==> src/rtl/user_sync_gen.sv <==
module user_sync_gen #(
  parameter int CNT_W  = 12,
  parameter int DATA_W = 16
) (
  input  logic              clk,
  input  logic              rst_n,
  input  logic [CNT_W-1:0]  pix_cnt,
  input  logic [CNT_W-1:0]  line_cnt,
  input  logic              wr_en,
  input  logic [2:0]        wr_addr,
  input  logic [DATA_W-1:0] wr_data,
  input  logic [2:0]        rd_addr,
  output logic [DATA_W-1:0] rd_data,
  output logic              sync_o
);
  localparam int PAD_C = DATA_W - CNT_W;
  localparam int PAD_K = DATA_W - 4;

  logic [CNT_W-1:0] hs_sh, he_sh, vs_sh, ve_sh;
  logic [CNT_W-1:0] hs_a,  he_a,  vs_a,  ve_a;
  logic [3:0]       ctl_sh, ctl_a;

  always_ff @(posedge clk or negedge rst_n) begin
    if (!rst_n) begin
      hs_sh  <= '0;
      he_sh  <= '0;
      vs_sh  <= '0;
      ve_sh  <= '0;
      ctl_sh <= 4'h8;
    end else if (wr_en) begin
      case (wr_addr)
        3'd0: hs_sh  <= wr_data[CNT_W-1:0];
        3'd1: he_sh  <= wr_data[CNT_W-1:0];
        3'd2: vs_sh  <= wr_data[CNT_W-1:0];
        3'd3: ve_sh  <= wr_data[CNT_W-1:0];
        3'd4: ctl_sh <= wr_data[3:0];
        default: ;
      endcase
    end
  end

  wire line_start = (pix_cnt == '0);

  wire [CNT_W-1:0] hs_e  = line_start ? hs_sh  : hs_a;
  wire [CNT_W-1:0] he_e  = line_start ? he_sh  : he_a;
  wire [CNT_W-1:0] vs_e  = line_start ? vs_sh  : vs_a;
  wire [CNT_W-1:0] ve_e  = line_start ? ve_sh  : ve_a;
  wire [3:0]       ctl_e = line_start ? ctl_sh : ctl_a;

  always_ff @(posedge clk or negedge rst_n) begin
    if (!rst_n) begin
      hs_a  <= '0;
      he_a  <= '0;
      vs_a  <= '0;
      ve_a  <= '0;
      ctl_a <= 4'h8;
    end else if (line_start) begin
      hs_a  <= hs_sh;
      he_a  <= he_sh;
      vs_a  <= vs_sh;
      ve_a  <= ve_sh;
      ctl_a <= ctl_sh;
    end
  end

  wire h_act = (pix_cnt  >= hs_e) && (pix_cnt  < he_e);
  wire v_act = (line_cnt >= vs_e) && (line_cnt < ve_e);

  logic win;
  always_comb begin
    if (ctl_e[2])      win = h_act & v_act;
    else if (ctl_e[1]) win = h_act | v_act;
    else if (ctl_e[0]) win = h_act ^ v_act;
    else               win = h_act;
  end

  always_ff @(posedge clk or negedge rst_n) begin
    if (!rst_n) sync_o <= 1'b1;
    else        sync_o <= ctl_e[3] ? ~win : win;
  end

  always_comb begin
    case (rd_addr)
      3'd0:    rd_data = {{PAD_C{1'b0}}, hs_sh};
      3'd1:    rd_data = {{PAD_C{1'b0}}, he_sh};
      3'd2:    rd_data = {{PAD_C{1'b0}}, vs_sh};
      3'd3:    rd_data = {{PAD_C{1'b0}}, ve_sh};
      3'd4:    rd_data = {{PAD_K{1'b0}}, ctl_sh};
      default: rd_data = '0;
    endcase
  end
endmodule

==> config.mk <==
export PLATFORM = sky130hd
export DESIGN_NAME = user_sync_gen
export DESIGN_NICKNAME = d
export VERILOG_FILES = /design/src/rtl/user_sync_gen.sv
export SDC_FILE = /design/constraint.sdc
export NUM_CORES = 1
export LEC_CHECK = 0
export BUFFER_PORTS_ARGS = -buffer_cell sky130_fd_sc_hd__buf_2
export CAP_MARGIN = 0
export CORE_MARGIN = 1
export CORE_UTILIZATION = 40
export DETAILED_ROUTE_END_ITERATION = 16
export SLEW_MARGIN = 10
export SYNTH_ARGS = -nofsm -noshare
export SYNTH_HDL_FRONTEND = slang
export SYNTH_SLANG_ARGS = --single-unit
==> constraint.sdc <==
create_clock -name clk -period 2.8 [get_ports clk]
set_clock_uncertainty 0.15 [all_clocks]
set_input_delay 0.28 -clock clk [delete_from_list [all_inputs] [get_ports clk]]
set_output_delay 0.28 -clock clk [all_outputs]
set_load 0.005 [all_outputs]
==> metrics.md <==
| Metric | Value |
|---|---|
| Slew Limit Headroom | `approximately 54%` |
| Synth Warn # | `0` |
| WL final | `between 10000 and 15000 um` |
| End point of the critical path | `sync_o$_DFF_PN1_` |
| Path depth of the worst reg2reg path | `16` |
| Clk pwr share | `30.9%` |
| Mapped cell area | `5650 um^2` |
| # rows | `43` |
| Post-DP HPWL | `a little under 10000 um` |
| RR Endpoint | `sync_o$_DFF_PN1_` |
| Pwr Density | `512 nW/um^2` |
| Initial core utilization | `40.9%` |
| Post-synthesis async set-or-reset flop share | `100%` |
| Initial DRT Pass Iterations | `6` |
| Static Leak | `~4.0 nW` |
| Comb power frac | `21.2%` |
| PnR worst setup slack | `-0.767 ns` |
| Ys flop type | `dfrtp_1` |
| VDD IR-drop max | `291 uV` |
| Ant diodes | `0` |
| Wire per inst | `17.2 um` |
| CP Capture Type | `flop` |
| Crit share post-route | `127%` |
| Area of the die | `14600 um^2` |
| Switching part of the total | `26.2%` |
| Area share of the largest cell type after synthesis | `45.2%` |
| Endpoints failing setup | `1` |
| CP Max Fanout | `8` |
| CP required | `a little under 3 ns` |
| H-tree levels | `3` |
| First-pass GRT wire length | `22000 um` |
| Clock transition at the registers of the reported paths | `0.07 ns` |
| Width of the die | `121 um` |
| CTS tree | `yes` |
| DR iter-0 viols | `approximately 140` |
| DRC viols | `0` |
| Status | `complete, but fails checks` |
| R2r setup slk | `-0.35 ns` |
| Final hold viol count | `0` |
| Grt total ovfl | `0` |
| Final instance area | `7510 um^2` |
| Skew-Pair Late Insertion Delay | `0.34 ns` |
| Initial antenna violation count | `0` |
| RSZ-0062 raised after global routing | `yes` |
| Clk root buf | `clkbuf_16` |
| Largest net degree at the start of global routing | `47` |
| IO Port Bufs | `57` |
| Number of global-route vias before repair | `4170` |
| Hold_ws | `0.0741 ns` |
| Startpoint Class | `primary input` |
| Met2 track demand over resource | `31.4%` |
| Slew at the pin with the worst max-slew slack | `approximately 0.7 ns` |
| Crit path launch | `pix_cnt[5]` |
| Layout area overhead | `33.0%` |
| Failing checks | `setup timing` |
| Cells after synthesis | `458` |
| M3 GR Usage | `just over 2%` |
| DP Worst Slack | `-1.24 ns` |
| Tmin final | `3.57 ns` |
| Sequential fraction of the synthesis area | `about 47%` |
| Via count | `4034` |
| Synth cell types | `46` |
| Nets | `about 700` |
| Post-synth EDFFs | `0` |
| DP Area | `6730 um^2` |
| Ranking of synthesized cells by area | `dfrtp_1, mux2_2, ha_1, mux2i_1, inv_1` |
| Via/cell ratio | `5.13` |
| Clock sinks | `roughly 110` |
| Synthesized flop and latch total | `~110` |
| Met1 usage | `28.0%` |
| Core area | `13800 um^2` |
| CTS max path bufs | `2` |
| Crit path arrival time | `about 3.7 ns` |
| Post-detailed-route count of antenna-violating nets | `0` |
| GRT Util Overall | `roughly a fifth` |
| Sequential fraction of design power | `47.9%` |
| Sw Pwr | `1.01 mW` |
| Crit path kind | `in -> reg` |
| Maxcap violations | `0` |
| Synth area leader | `dfrtp_1` |
| Slew Viols, Final | `0` |
| Gr busiest metal | `met2` |
| Fmax | `280 MHz` |
| Final core occ | `a little over half` |
| Num CTS Buffers | `9` |
| RR Startpoint | `he_sh[5]$_DFFE_PN0P_` |
| Gpl congestion | `0.827` |
| Total power | `3.85 mW` |
| DIE HEIGHT | `121 um` |
| Cell-internal power | `2.84 mW` |
| Layout cell share with drive strength beyond 1 | `47.5%` |
| I/O pin total | `66` |
| Avg Inst Size Synth | `12.3 um^2` |
| Hold Path Class | `in -> reg` |
[Yosys cell counts (3+ instances only)]
library cell and n:
dfrtp_1 102, mux2_2 68, inv_1 51, ha_1 48, mux2i_1 40, nor2b_1 13
clkbuf_1 12, nand2_1 10, nor2_1 10, a21oi_1 9, a22oi_1 8, mux4_2 8
a21o_1 6, nand4_1 6, o22ai_1 6, a211oi_1 5, nand3_1 5, nor3_1 5
buf_4 4, a2111oi_0 3, dfstp_2 3, o21a_1 3, o21ai_0 3
[per-layer routing]
layer  up-vias  part of all wire, %
li1       1926                    -
met1      2026                   48
met2        66                   48
met3        16                  2.1
met4         0                  1.3
met5         -                    0
[worst min-delay path by stage]
stage,start,endpoint,cells after the start
floorplan,rst_n,ctl_a[0]$_DFF_PN0_,0
global placement,rst_n,he_a[1]$_DFF_PN0_,1
detailed placement,rst_n,he_a[1]$_DFF_PN0_,1
CTS,wr_data[6],ve_sh[6]$_DFFE_PN0P_,2
global route,wr_data[4],ve_sh[4]$_DFFE_PN0P_,2
finish,wr_data[4],hs_sh[4]$_DFFE_PN0P_,2
[power groups by stage]
stage	registers [mW]	logic [mW]	clock network (mW)
detailed placement	1.86	0.766	0
global route	1.87	0.894	1.28
finish	1.84	0.815	1.19
floorplan	1.81	0.372	0
CTS	1.84	0.789	1.22
global placement	1.86	0.749	0
[layout by cell type (no fill, tap or decap), types with 5 or more instances in the layout]
cell | Yosys | final
dfrtp_1 | 102 | 102
buf_4 | 4 | 82
mux2_2 | 68 | 65
buf_2 | 0 | 52
inv_1 | 51 | 50
ha_1 | 48 | 39
mux2i_1 | 40 | 30
nor2b_1 | 13 | 13
nand2_1 | 10 | 10
nor2_1 | 10 | 10
clkbuf_16 | 0 | 9
mux4_2 | 8 | 8
a22oi_1 | 8 | 8
ha_4 | 0 | 8
buf_6 | 1 | 7
mux2i_4 | 0 | 6
nand4_1 | 6 | 6
a21o_1 | 6 | 6
o22ai_1 | 6 | 5
a21oi_1 | 9 | 5
[stage by stage]
stage / setup TNS [ns] / std cells
2_1_floorplan: -0.929 / 461
3_3_place_gp: -1.10 / 758
3_5_place_dp: -1.24 / 758
4_1_cts: -0.794 / 782
5_1_grt: -0.947 / 786
6_report: -0.767 / 786
[cell type report]
type | count | area, um^2
repair buffers | 148 | 1090
clock inverters | 4 | 27.5
clock buffers | 12 | 256
well taps | 180 | 225
multi-input cells | 286 | 3090
inverters | 51 | 191
flip-flops and latches | 105 | 2630
fillers | 1169 | 6320
[sequential cells by signal, summed over array words and instances (netlist names)]
| signal | cells |
|---|---|
| he_sh | 12 |
| ctl_a | 4 |
| hs_a | 12 |
| hs_sh | 12 |
| vs_a | 12 |
| ctl_sh | 4 |
| he_a | 12 |
| vs_sh | 12 |
| sync_o | 1 |
| ve_sh | 12 |
| ve_a | 12 |
[critical path, stage by stage]
cell	delay (ns)
buf_2	0.12
nor4_4	0.34
nand3_4	0.13
buf_12	0.16
buf_16	0.15
mux2i_4	0.21
ha_4	0.24
a211oi_2	0.21
nand2_1	0.09
or3_1	0.39
o22ai_2	0.16
nor3_2	0.08
inv_1	0.11
ha_4	0.15
a21oi_2	0.05
a221o_1	0.35
and4b_1	0.20
nor4_2	0.25
[repair_timing]
item,in CTS,in global routing
gates cloned,2,0
setup endpoints to repair,1,1
hold buffers,1,0
hold endpoints to repair,42,0
setup buffers,5,5
pin swaps,17,27
gates resized for setup,27,42
[logic make-up (layout without fill, tap and decap cells)]
kind of cell | count (synthesis) | after routing | synth area share [%]
AO/OA/AOI/OAI | 54 | 54 | 6.78
AND/OR/NAND/NOR | 63 | 63 | 6.80
buffers and inverters | 70 | 215 | 5.05
other | 1 | 4 | 0.0664
adder cells (fa/ha/maj) | 48 | 48 | 10.6
multiplexers | 117 | 117 | 24.1
flip-flops | 105 | 105 | 46.6
Power figures use the tool's default switching activity.
